File: src/rtl/anacfg_pkg.sv
package anacfg_pkg;
  localparam int unsigned DEF_ADDR_W   = 4;
  localparam int unsigned DEF_DATA_W   = 8;
  localparam int unsigned DEF_N_SW     = 6;
  localparam int unsigned DEF_N_MON    = 3;
  localparam int unsigned DEF_CFG_ADDR = 5;
  localparam int unsigned DEF_RES_ADDR = 8;

  typedef enum logic {CONV_IDLE = 1'b0, CONV_BUSY = 1'b1} conv_state_e;
endpackage

File: src/rtl/anacfg_swdec.sv
module anacfg_swdec #(
  parameter int unsigned N_SW   = 6,
  parameter int unsigned CODE_W = 3
) (
  input  logic              clk,
  input  logic              rst_ok,
  input  logic [CODE_W-1:0] code_i,
  output logic [N_SW-1:0]   close_o
);
  for (genvar i = 0; i < N_SW; i++) begin : g_sw
    assign close_o[i] = (code_i == CODE_W'(i + 1));
  end

  p_single_close_r1: assert property (@(posedge clk) disable iff (!rst_ok)
    (code_i != '0 && code_i <= CODE_W'(N_SW)) |-> ($countones(close_o) == 1));
  p_none_closed_r2: assert property (@(posedge clk) disable iff (!rst_ok)
    (code_i == '0 || code_i > CODE_W'(N_SW)) |-> (close_o == '0));
endmodule

File: src/rtl/anacfg_mon.sv
module anacfg_mon #(
  parameter int unsigned N_MON = 3
) (
  input  logic             clk,
  input  logic             rst_ok,
  input  logic [N_MON-1:0] mux_i,
  input  logic [N_MON-1:0] oe_i,
  input  logic [N_MON-1:0] cmp_i,
  output logic [N_MON-1:0] active_o,
  output logic [N_MON-1:0] drv_o
);
  for (genvar i = 0; i < N_MON; i++) begin : g_pin
    assign active_o[i] = mux_i[i] & oe_i[i];
    assign drv_o[i]    = active_o[i] & cmp_i[i];

    p_oe_gate_r3: assert property (@(posedge clk) disable iff (!rst_ok)
      !oe_i[i] |-> (!active_o[i] && !drv_o[i]));
  end
endmodule

File: src/rtl/anacfg_conv.sv
module anacfg_conv
  import anacfg_pkg::*;
#(
  parameter int unsigned RES_W = 8
) (
  input  logic             clk,
  input  logic             rst_ok,
  input  logic             trig_i,
  input  logic             done_i,
  input  logic [RES_W-1:0] data_i,
  output logic             start_o,
  output logic [RES_W-1:0] result_o
);
  conv_state_e      state_q, state_d;
  logic             start_q, start_d;
  logic [RES_W-1:0] res_q, res_d;

  always_comb begin
    state_d = state_q;
    start_d = 1'b0;
    res_d   = res_q;
    if (state_q == CONV_BUSY) begin
      if (done_i) begin
        state_d = CONV_IDLE;
        res_d   = data_i;
      end
    end else if (trig_i) begin
      state_d = CONV_BUSY;
      start_d = 1'b1;
    end
  end

  always_ff @(posedge clk or negedge rst_ok) begin
    if (!rst_ok) begin
      state_q <= CONV_IDLE;
      start_q <= 1'b0;
      res_q   <= '0;
    end else begin
      state_q <= state_d;
      start_q <= start_d;
      res_q   <= res_d;
    end
  end

  assign start_o  = start_q;
  assign result_o = res_q;

  p_pulse_once_r5: assert property (@(posedge clk) disable iff (!rst_ok)
    start_q |=> !start_q);
  p_busy_drop_r7: assert property (@(posedge clk) disable iff (!rst_ok)
    (state_q == CONV_BUSY && trig_i) |=> !start_q);
  p_done_frees_r8: assert property (@(posedge clk) disable iff (!rst_ok)
    (state_q == CONV_BUSY && done_i) |=> (state_q == CONV_IDLE));
  p_idle_done_r8: assert property (@(posedge clk) disable iff (!rst_ok)
    (state_q == CONV_IDLE) |=> $stable(res_q));
endmodule

File: src/rtl/anacfg_regs.sv
module anacfg_regs
  import anacfg_pkg::*;
#(
  parameter int unsigned ADDR_W   = DEF_ADDR_W,
  parameter int unsigned DATA_W   = DEF_DATA_W,
  parameter int unsigned N_SW     = DEF_N_SW,
  parameter int unsigned N_MON    = DEF_N_MON,
  parameter int unsigned CFG_ADDR = DEF_CFG_ADDR,
  parameter int unsigned RES_ADDR = DEF_RES_ADDR
) (
  input  logic              clk,
  input  logic              rst_n,
  input  logic [ADDR_W-1:0] bus_addr,
  input  logic [DATA_W-1:0] bus_wdata,
  input  logic              bus_we,
  output logic [DATA_W-1:0] bus_rdata,
  input  logic [N_MON-1:0]  cmp_in,
  input  logic [N_MON-1:0]  pin_oe,
  output logic [N_SW-1:0]   sw_close,
  output logic [N_MON-1:0]  mon_active,
  output logic [N_MON-1:0]  mon_out,
  output logic              conv_start,
  input  logic              conv_done,
  input  logic [DATA_W-1:0] conv_data
);
  localparam int unsigned CODE_W    = $clog2(N_SW + 1);
  localparam int unsigned MUX_LSB   = CODE_W;
  localparam int unsigned START_BIT = DATA_W - 1;

  // reset: asserted at once, released after two clock edges
  logic [1:0] rst_sync_q;
  logic       rst_ok;

  always_ff @(posedge clk or negedge rst_n) begin
    if (!rst_n) rst_sync_q <= 2'b00;
    else        rst_sync_q <= {rst_sync_q[0], 1'b1};
  end
  assign rst_ok = rst_sync_q[1];

  // write decode
  logic cfg_hit, res_hit, cfg_wr, trig;
  assign cfg_hit = (bus_addr == ADDR_W'(CFG_ADDR));
  assign res_hit = (bus_addr == ADDR_W'(RES_ADDR));
  assign cfg_wr  = bus_we && cfg_hit;
  assign trig    = (cfg_wr && bus_wdata[START_BIT]) || (bus_we && res_hit);

  // write-only configuration fields
  logic [CODE_W-1:0] code_q, code_d;
  logic [N_MON-1:0]  mux_q, mux_d;

  always_comb begin
    code_d = code_q;
    mux_d  = mux_q;
    if (cfg_wr) begin
      code_d = bus_wdata[CODE_W-1:0];
      mux_d  = bus_wdata[MUX_LSB +: N_MON];
    end
  end

  always_ff @(posedge clk or negedge rst_ok) begin
    if (!rst_ok) begin
      code_q <= '0;
      mux_q  <= '0;
    end else if (cfg_wr) begin
      code_q <= code_d;
      mux_q  <= mux_d;
    end
  end

  anacfg_swdec #(.N_SW(N_SW), .CODE_W(CODE_W)) u_swdec (
    .clk     (clk),
    .rst_ok  (rst_ok),
    .code_i  (code_q),
    .close_o (sw_close)
  );

  anacfg_mon #(.N_MON(N_MON)) u_mon (
    .clk      (clk),
    .rst_ok   (rst_ok),
    .mux_i    (mux_q),
    .oe_i     (pin_oe),
    .cmp_i    (cmp_in),
    .active_o (mon_active),
    .drv_o    (mon_out)
  );

  logic [DATA_W-1:0] result;

  anacfg_conv #(.RES_W(DATA_W)) u_conv (
    .clk      (clk),
    .rst_ok   (rst_ok),
    .trig_i   (trig),
    .done_i   (conv_done),
    .data_i   (conv_data),
    .start_o  (conv_start),
    .result_o (result)
  );

  // read path: write-only fields read as zero
  always_comb begin
    bus_rdata = '0;
    if (cfg_hit) bus_rdata[MUX_LSB +: N_MON] = cmp_in;
    else if (res_hit) bus_rdata = result;
  end

  p_rd_cfg_r4: assert property (@(posedge clk) disable iff (!rst_ok)
    cfg_hit |-> (bus_rdata[START_BIT] == 1'b0 && bus_rdata[CODE_W-1:0] == '0));
  p_stray_wr_r10: assert property (@(posedge clk) disable iff (!rst_ok)
    (bus_we && !cfg_hit && !res_hit) |=> ($stable(sw_close) && !conv_start));
endmodule

File: config.mk
export PLATFORM = sky130hd
export DESIGN_NAME = anacfg_regs
export DESIGN_NICKNAME = d
export VERILOG_FILES = /design/src/rtl/anacfg_pkg.sv /design/src/rtl/anacfg_swdec.sv /design/src/rtl/anacfg_mon.sv /design/src/rtl/anacfg_conv.sv /design/src/rtl/anacfg_regs.sv
export SDC_FILE = /design/constraint.sdc
export NUM_CORES = 1
export LEC_CHECK = 0
export ABC_CLOCK_PERIOD_IN_PS = 1200
export BUFFER_PORTS_ARGS = -buffer_cell sky130_fd_sc_hd__clkbuf_2
export CORE_MARGIN = 2
export CORE_UTILIZATION = 45
export CTS_BUF_LIST = sky130_fd_sc_hd__clkbuf_4 sky130_fd_sc_hd__clkbuf_8
export CTS_CLUSTER_SIZE = 14
export DETAILED_ROUTE_END_ITERATION = 10
export HOLD_SLACK_MARGIN = 0.05
export PLACE_DENSITY_LB_ADDON = 0.12
export SLEW_MARGIN = 20
export SYNTH_ARGS = -nofsm -noshare
export SYNTH_HDL_FRONTEND = slang
export SYNTH_SLANG_ARGS = --single-unit
export TNS_END_PERCENT = 10
File: constraint.sdc
create_clock -name clk -period 1.2 [get_ports clk]
set_input_delay 0.06 -clock clk [delete_from_list [all_inputs] [get_ports clk]]
set_output_delay 0.06 -clock clk [all_outputs]
set_load 0.01 [all_outputs]
# Yosys cells after proc, flatten, opt, wreduce, memory -nomap -nowiden
# Index checks and enable logic that the tools add are counted.
# word_totals
regBits,18
latchBits,0
mem_bits_rw,0
mem_bits_ro,0
out_inout_bits,21
word_cells,33
mem_count,0
# op_classes
add_sub_neg,0
mul,0
div_mod_pow,0
order_cmp,0
n_eq_ne,8
n_shift,0
mux,8
bitwise_logic,6
n_reduce_logical,5
# op_table
op,n
equality test 3 bit (second input constant),3
two-way mux 8 bit,1
bitwise AND 1 bit,6
equality test 3 x 2 -> 1 bit (second input constant),2
two-way mux 3 bit,2
equality test 4 x 3 -> 1 bit (second input constant),1
equality test 4 bit (second input constant),1
two-way mux 1 bit,4
equality test 3 x 1 -> 1 bit (second input constant),1
logical AND 1 bit,3
two-way mux 2 bit,1
AND reduction 2 bit,1
logical OR 1 bit,1

# Longest topological paths before layout
# Gate-level depths: netlist of run 1.
# logic_depth
word_depth,6
ltp_mapped,4
depth_no_buf,3

# By module
# A second synthesis of run 1 with hierarchy kept.
# hier_totals
hier_cells,67
area_unflattened_um2,885.8
# by_module_without_submodules
mod,instances,cells_per_inst,area_per_inst_um2,seq_area_each_um2
anacfg_regs,1,33,422.9,200.2
anacfg_conv,1,22,372.9,250.2
anacfg_swdec,1,6,52.6,0.0
anacfg_mon,1,6,37.5,0.0

# Least setup slack after synthesis of run 1
# No wires, ideal clock.
# synth_timing
path_kind,reg2reg
from,reg u_conv.state_q
to,reg u_conv.res_q[0] (netlist: u_conv.result_o[0])
arrival_time_ns,0.944
slack_ns,0.131
path_stages_with_launch,3
path_buffers,0
period_less_slack_ns,1.069
cell_sequence,dfrtp_1 -> nand2_1 -> mux2_2
# synth_between
elab_chain_cells,1
# synth_lines
element,line_no,rtl
from (decl),anacfg_conv.sv:14,"conv_state_e state_q, state_d;"
from (signal assigned),anacfg_conv.sv:39,state_q <= state_d;
AND reduction 2 bit (no line),-,
to (signal assigned),anacfg_conv.sv:41,res_q <= res_d;
to (decl),anacfg_conv.sv:16,"logic [RES_W-1:0] res_q, res_d;"
# No other way between the ends.
# A chain may end at the register's enable or synchronous reset.

# Worst setup path in the final report of run 1
# layout_timing
from,reg code_q[0]
to,out sw_close[1]
# layout_between
elab_chain_cells,1
# layout_lines
element,line_no,rtl
from (decl),anacfg_regs.sv:48,"logic [CODE_W-1:0] code_q, code_d;"
from (signal assigned),anacfg_regs.sv:65,code_q <= code_d;
equality test 3 x 2 -> 1 bit,anacfg_swdec.sv:11,assign close_o[i] = (code_i == CODE_W'(i + 1));
to (decl),anacfg_regs.sv:19,"output logic [N_SW-1:0] sw_close,"
# No other way between the ends.

==> results.md, run 1 <==
* Root buf cell: sky130_fd_sc_hd__clkbuf_4
* Vias after detailed routing at 763
* Post-layout total power at approximately 1.6 mW
* Total Routing Usage GR at 20.3%
* Antenna violations before repair at 0
* Synthesized cell area at 871 um^2
* Clock transition at the registers of the reported paths at 0.10 ns
* R2R depth at 2
* Clock network fraction of total power at 17.7%
* Crit Path Category: reg -> out
* Post-synth ARST share at 100%
* Biggest area contributors in the synthesized netlist: sky130_fd_sc_hd__dfrtp_1 (52%), sky130_fd_sc_hd__mux2_2 (10%), sky130_fd_sc_hd__mux2_4 (10%), sky130_fd_sc_hd__and2_1 (5.7%), sky130_fd_sc_hd__and3b_1 (4.0%)
* Cell taking the most area after synthesis: sky130_fd_sc_hd__dfrtp_1
* Simple-gate portion of the synthesized area at a little over a fifth
* Post-synthesis adder-cell area fraction at 0%
* Slowest cell delay on critical path at 0.46 ns
* Pin count of the biggest net entering global routing at 12
* Combinational family with the most area after synthesis: simple AND/OR/NAND/NOR gates
* Synthesized Nets at 97
* Cell row count at 15
* Average cell area after synthesis at ~13 um^2
* Worst-path cell chain: nor3b_2 -> buf_2
* Flip-flop and latch count after synthesis at 18
* Fin util at 77.5%
* Sinks on the clock net at 18
* Via count of the first global-routing pass at 748
* Number of synthesized flops with an enable pin at 0
* Kind of cell adding the most delay to the critical path: flip-flops
* Nature of the critical path startpoint: flop
* Post-synth top area share at 51.7%
* Post-Synth XOR/XNOR Area at 0%
* Horizontal extent of the die at 48.0 um
* Share of total power consumed by net switching at between 20 and 30%
* Routed len/inst at 12.8 um
* Detailed-route DRC error count at 0
* Share of cell area taken by muxes after synthesis at between 20% and 30%
* Leakage power total at 0.717 nW
* Latest clock arrival within the worst-skew pair at 0.28 ns
* Fraction of layout cells with a size suffix above 1 at 56.9%
* CTS Buf Count at 3
* Hold depth at 3
* Post-synthesis sequential area ratio at about half
* Final GP Congestion at ~0.76
* Antenna fix cells at 0
* Share of the cycle needed by the critical path after routing at around 98%
* Internal power at 1.17 mW
* Number of violations reported at the end of detailed-routing iteration 0 at 4
* Max-slew violation count at 0
* Sequential share of power at between 50% and 60%
* Area taken by flip-flops and latches at about 450 um^2
* Number of buffer cells added on primary ports at just under 50
* Antenna-violating nets left at 0
* Setup_tns at 0 ns
* P&R area growth vs syn at 57.0%
* Maximum fanout along the worst path at 7
* Total area of multi-input combinational cells at between 400 and 500 um^2
* Final critical-path required period at 1.18 ns
* Total gr overflow at 0
* # setup viols final at 0
* Complex-gate fraction of the synthesized area at 4.02%
* Worst IR drop on VDD at between 1000 and 1500 uV
* Cell with the biggest individual delay on the critical path: sky130_fd_sc_hd__dfrtp_2
* CTS H-tree lvls at 1
* Total detailed-routing wirelength at 2070 um
* Wire length of the first global-routing pass at 3140 um
* Register-to-register setup slack at 0.12 ns
* Critical register-to-register path startpoint: u_conv.state_q$_DFF_PN0_
* Number of standard cells after synthesis at 67
* Data arrival time at the worst-slack endpoint at 1.12 ns
* Die footprint at about 2300 um^2
* Number of nets in the layout at 169
* Combinational group share of total power at 28.3%
* Path category of the worst min-delay check: in -> reg
* Clock tree from TritonCTS: yes
* Chip Height at 48.0 um
* Power density over cell area at around 1200 nW/um^2
* Drt first pass iters at 4
* Sink of the worst hold path: u_conv.start_o$_DFF_PN0_
* Fin Hold WS at 0.0577 ns
* Yosys Warn Count at 0
* Prevailing post-synth register cell: sky130_fd_sc_hd__dfrtp_1
* Via density per instance at 4.71
* Highest-count cells in the layout ignoring fill and taps: sky130_fd_sc_hd__clkbuf_2 (46), sky130_fd_sc_hd__dlygate4sd3_1 (15), sky130_fd_sc_hd__dfrtp_1 (15), sky130_fd_sc_hd__and2_1 (8), sky130_fd_sc_hd__mux2_2 (8)
* Initial Util at 49.4%
* Source of the worst hold timing path: bus_we
* Setup Fix Bufs, Post-CTS at 0
* Commonest non-fill, non-tap cell in the layout: sky130_fd_sc_hd__clkbuf_2
* Maximum root-to-sink buffer count at 2
* Area of the core region at ~1800 um^2
* Status: finished, final reports clean
* Endpoint of the worst register-to-register path: u_conv.result_o[6]$_DFFE_PN0P_
* Highest achievable clock rate at 0.851 GHz
* Max Cap Viol at 0
* Worst setup timing slack at the placement stage at 0.00269 ns
* Hpwl dp at about 1500 um
* RSZ-0062 raised after global routing: yes
* Net switching power at 0.440 mW
* Sum of buffers and inverters on the critical path at 1
* Critical path endpoint category: output port
* Post-synthesis cell type count at 19
* Count of filler cells inserted in the layout at 134
* Number of hold-slack violations in the final timing report at 0
* # IOs at between 50 and 60
* Final critical-path setup slack at 0.0245 ns
* Req. time, crit path at about 1.1 ns
* Post-Route Skew at between 0.005 and 0.006 ns
==> synthesized netlist by cell type, types with 2 or more instances <==
library cell / n
sky130_fd_sc_hd__a22oi_1: 3
sky130_fd_sc_hd__and2_1: 8
sky130_fd_sc_hd__and3_1: 3
sky130_fd_sc_hd__and3b_1: 4
sky130_fd_sc_hd__dfrtp_1: 18
sky130_fd_sc_hd__mux2_2: 8
sky130_fd_sc_hd__mux2_4: 6
sky130_fd_sc_hd__nand2b_1: 2
sky130_fd_sc_hd__nor2_1: 3
sky130_fd_sc_hd__nor3b_1: 3
==> area by class of cell <==
| cell class | instances | share of cell area [%] |
|---|---|---|
| Sequential cell | 18 | 33.2 |
| Timing Repair Buffer | 68 | 32.0 |
| Multi-Input combinational cell | 48 | 30.8 |
| Tap cell | 25 | 2.29 |
| Clock buffer | 3 | 1.65 |
==> per-layer routing <==
metal | vias to the layer above | routed length [um] | track usage (%)
li1 | 377 | - | -
met1 | 358 | 863 | 23.6
met2 | 26 | 1080 | 36.8
met3 | 2 | 102 | 3.40
met4 | 0 | 21 | 8.11
met5 | - | 0 | 0
==> power groups by stage <==
stage	Combinational, mW	Sequential, mW	Clock (mW)
finish	0.456	0.869	0.284
global placement	0.397	0.853	0
CTS	0.456	0.858	0.295
floorplan	0.264	0.835	0
global route	0.496	0.894	0.319
detailed placement	0.413	0.868	0
==> logic make-up after synthesis <==
| group | Yosys count |
|---|---|
| AOI/OAI and AO/OA | 5 |
| buffers and inverters | 1 |
| muxes | 14 |
| and+or+nand+nor | 28 |
| DFF | 18 |
| other | 1 |
==> worst min-delay path, cell delays in order <==
cell,delay (ns)
sky130_fd_sc_hd__clkbuf_2,0.09
sky130_fd_sc_hd__nand2b_1,0.09
sky130_fd_sc_hd__nor3_1,0.06
==> stage by stage <==
stage | std cells | instance area (um^2)
after global routing | 162 | 1370
after global placement | 144 | 1180
after CTS | 162 | 1360
after detailed placement | 144 | 1180
after floorplan | 67 | 871
final | 162 | 1370
==> timing repair <==
item,CTS,global route
gates resized for setup,2,7
hold buffers,15,0
endpoints found under the setup margin,4,6
pin swaps,0,2
gates cloned,0,0
hold endpoints to repair,16,0
==> worst max-delay path by stage <==
| stage | start | endpoint | slack, ns | depth (start not counted) |
|---|---|---|---|---|
| final | code_q[0]$_DFFE_PN0P_ | sw_close[1] | 0.02 | 2 |
| after global routing | code_q[0]$_DFFE_PN0P_ | sw_close[1] | -0.04 | 2 |
| after CTS | code_q[2]$_DFFE_PN0P_ | sw_close[1] | 0.01 | 2 |
| after detailed placement | u_conv.state_q$_DFF_PN0_ | u_conv.result_o[2]$_DFFE_PN0P_ | 0.003 | 2 |
| after global placement | bus_addr[3] | code_q[0]$_DFFE_PN0P_ | 0.02 | 5 |
| after floorplan | u_conv.state_q$_DFF_PN0_ | u_conv.result_o[0]$_DFFE_PN0P_ | 0.13 | 2 |
==> state kept, by name (all words and copies together), names as in the netlist <==
name,cells
u_conv.result_o,8
code_q,3
mux_q,3
rst_sync_q,2
u_conv.start_o,1
u_conv.state_q,1
(Power assumes the default switching activity.)
==> run 2: changes to the inputs <==
--- a/config.mk
+++ b/config.mk
@@ -13,7 +13,7 @@
 export CTS_CLUSTER_SIZE = 14
 export DETAILED_ROUTE_END_ITERATION = 10
 export HOLD_SLACK_MARGIN = 0.05
-export PLACE_DENSITY_LB_ADDON = 0.12
+export PLACE_DENSITY = 0.82
 export SLEW_MARGIN = 20
 export SYNTH_ARGS = -nofsm -noshare
 export SYNTH_HDL_FRONTEND = slang
==> run 2 against run 1 <==
Against the previous run:
- first-iteration DRC count grew 100%
- worst setup slack improved by 0.0096 ns
- clock skew rose by 0.0039 ns
- count of clock-buffer cells in the layout rose by 1
- sequential share of layout area shrank 0.92 points
- critical path type unchanged
- largest cell class is now buffers
- power increased by 5.9%
- worst hold slack improved by 0.017 ns
==> results.md, run 2 (synthesis results as in run 1) <==
* Status: finished, final reports clean (unchanged)
* Fraction of layout cells with a size suffix above 1 at 57.1% (was 56.9%)
* Pin count of the biggest net entering global routing at 17 (was 12)
* Cell row count at 15 (unchanged)
* Power density over cell area at 1210 nW/um^2 (was 1180 nW/um^2)
* Via count of the first global-routing pass at 776 (was 748)
* Sinks on the clock net at 18 (unchanged)
* RSZ-0062 raised after global routing: yes (unchanged)
* CTS Buf Count at 3 (unchanged)
* Chip Height at 48.0 um (unchanged)
* R2R depth at 2 (unchanged)
* Critical register-to-register path startpoint: u_conv.state_q$_DFF_PN0_ (unchanged)
* Detailed-route DRC error count at 0 (unchanged)
* Highest achievable clock rate at 0.858 GHz (was 0.851 GHz)
* Nature of the critical path startpoint: flop (unchanged)
* Tightest Pin Transition at 0.615 ns
* Post-layout total power at 1.70 mW (was 1.61 mW)
* Commonest non-fill, non-tap cell in the layout: sky130_fd_sc_hd__clkbuf_2 (unchanged)
* Number of hold-slack violations in the final timing report at 0 (unchanged)
* Area of the core region at 1760 um^2 (unchanged)
* Latest clock arrival within the worst-skew pair at 0.29 ns (was 0.28 ns)
* Relative slew slack at about three fifths
* Fin util at 79.7% (was 77.5%)
* Worst-path cell chain: nor3b_2 -> buf_2 (unchanged)
* Cell depth of the worst setup path at 2 (unchanged)
* Worst IR drop on VDD at 946 uV (was 1060 uV)
* Die footprint at 2300 um^2 (unchanged)
* Max Cap Viol at 0 (unchanged)
* Fin Hold WS at 0.0752 ns (was 0.0577 ns)
* P&R area growth vs syn at 61.5% (was 57.0%)
* Via density per instance at 4.78 (was 4.71)
* Clock tree from TritonCTS: yes (unchanged)
* Post-Route Skew at 0.00934 ns (was 0.00541 ns)
* # setup viols final at 0 (unchanged)
* CTS H-tree lvls at 1 (unchanged)
* Antenna violations before repair at 0 (unchanged)
* Final GP Congestion at 0.771 (was 0.759)
* Number of violations reported at the end of detailed-routing iteration 0 at 8 (was 4)
* Hpwl dp at 1510 um (was 1540 um)
* Data arrival time at the worst-slack endpoint at 1.11 ns (was 1.12 ns)
* Total detailed-routing wirelength at 2220 um (was 2070 um)
* Kind of cell adding the most delay to the critical path: flip-flops (unchanged)
* Crit Path Category: reg -> out (unchanged)
* Share of the cycle needed by the critical path after routing at 97.2% (was 98.0%)
* Register-to-register setup slack at 0.15 ns (was 0.12 ns)
* Clock transition at the registers of the reported paths at 0.10 ns (about the same)
* Drt first pass iters at 4 (unchanged)
* Path category of the worst min-delay check: in -> async (was in -> reg)
* Sum of buffers and inverters on the critical path at 1 (unchanged)
* Horizontal extent of the die at 48.0 um (unchanged)
* Wire length of the first global-routing pass at 3290 um (was 3140 um)
* # IOs at 51 (unchanged)
* Number of buffer cells added on primary ports at 49 (unchanged)
* Critical path endpoint category: output port (unchanged)
* Number of nets in the layout at 171 (was 169)
* Antenna-violating nets left at 0 (unchanged)
* Leakage power total at 0.737 nW (was 0.717 nW)
* Req. time, crit path at 1.14 ns (about the same)
* Total gr overflow at 0 (unchanged)
* Maximum fanout along the worst path at 7 (unchanged)
* Vias after detailed routing at 789 (was 763)
* Antenna fix cells at 0 (unchanged)
* Max-slew violation count at 0 (unchanged)
* Highest-count cells in the layout ignoring fill and taps: sky130_fd_sc_hd__clkbuf_2 (43), sky130_fd_sc_hd__dlygate4sd3_1 (17), sky130_fd_sc_hd__dfrtp_1 (15), sky130_fd_sc_hd__and2_1 (8), sky130_fd_sc_hd__mux2_2 (8) (was sky130_fd_sc_hd__clkbuf_2 (46), sky130_fd_sc_hd__dlygate4sd3_1 (15), sky130_fd_sc_hd__dfrtp_1 (15), sky130_fd_sc_hd__and2_1 (8), sky130_fd_sc_hd__mux2_2 (8))
* Flip-flop count of the largest register, all copies and words added at 8 (unchanged)
* Initial Util at 49.4% (unchanged)
* Cell with the biggest individual delay on the critical path: sky130_fd_sc_hd__dfrtp_2 (unchanged)
* Root buf cell: sky130_fd_sc_hd__clkbuf_4 (unchanged)
* Endpoint of the worst register-to-register path: u_conv.result_o[7]$_DFFE_PN0P_ (was u_conv.result_o[6]$_DFFE_PN0P_)
* Final critical-path required period at 1.17 ns (was 1.18 ns)
* Slowest cell delay on critical path at 0.47 ns (was 0.46 ns)
* Routed len/inst at 13.5 um (was 12.8 um)
* Maximum root-to-sink buffer count at 2 (unchanged)
* Total Routing Usage GR at 21.8% (was 20.3%)
run 2: how the worst max path moves through the flow:
stage,from,end,slack (ns)
floorplan,u_conv.state_q$_DFF_PN0_,u_conv.result_o[0]$_DFFE_PN0P_,0.13
global placement,bus_addr[3],code_q[1]$_DFFE_PN0P_,0.02
detailed placement,bus_addr[3],mux_q[1]$_DFFE_PN0P_,0.002
CTS,code_q[2]$_DFFE_PN0P_,sw_close[0],0.006
global route,code_q[2]$_DFFE_PN0P_,sw_close[0],-0.04
finish,code_q[2]$_DFFE_PN0P_,sw_close[0],0.03
run 2: area by class of cell:
class,count,area (um^2)
timing repair buffer,70,458
sequential,18,454
multi-input combinational,48,427
fill,144,358
clock buffer,4,36.3
tap,25,31.3
run 2: metrics by stage:
step                      area (um^2)  setup slack [ns]  TNS (ns)  std cells
after global placement           1180            0.0221         0        144
after detailed placement         1180           0.00226         0        144
after global routing             1410           -0.0433    -0.118        165
after CTS                        1390           0.00587         0        165
after floorplan                   871             0.131         0         67
final                            1410            0.0341         0        165
run 2: report_power, final:
part | switching (mW) | internal [mW]
logic | 0.154 | 0.304
clock network | 0.182 | 0.185
registers | 0.123 | 0.755
total | 0.459 | 1.24
run 2: timing repair:
item	in CTS	in global routing
hold buffers	17	0
setup buffers	0	0
gates resized for setup	1	12
pin swaps	0	0
endpoints found under the hold margin	18	0
setup endpoints to repair	1	12
run 2: metal layers:
layer,vias to the layer above,part of all wire (%),global-route usage (%)
met2,29,53,38.9
met1,371,42,25.5
met3,2,4.5,3.40
met4,0,0.54,9.73
li1,387,-,-
met5,-,0,0
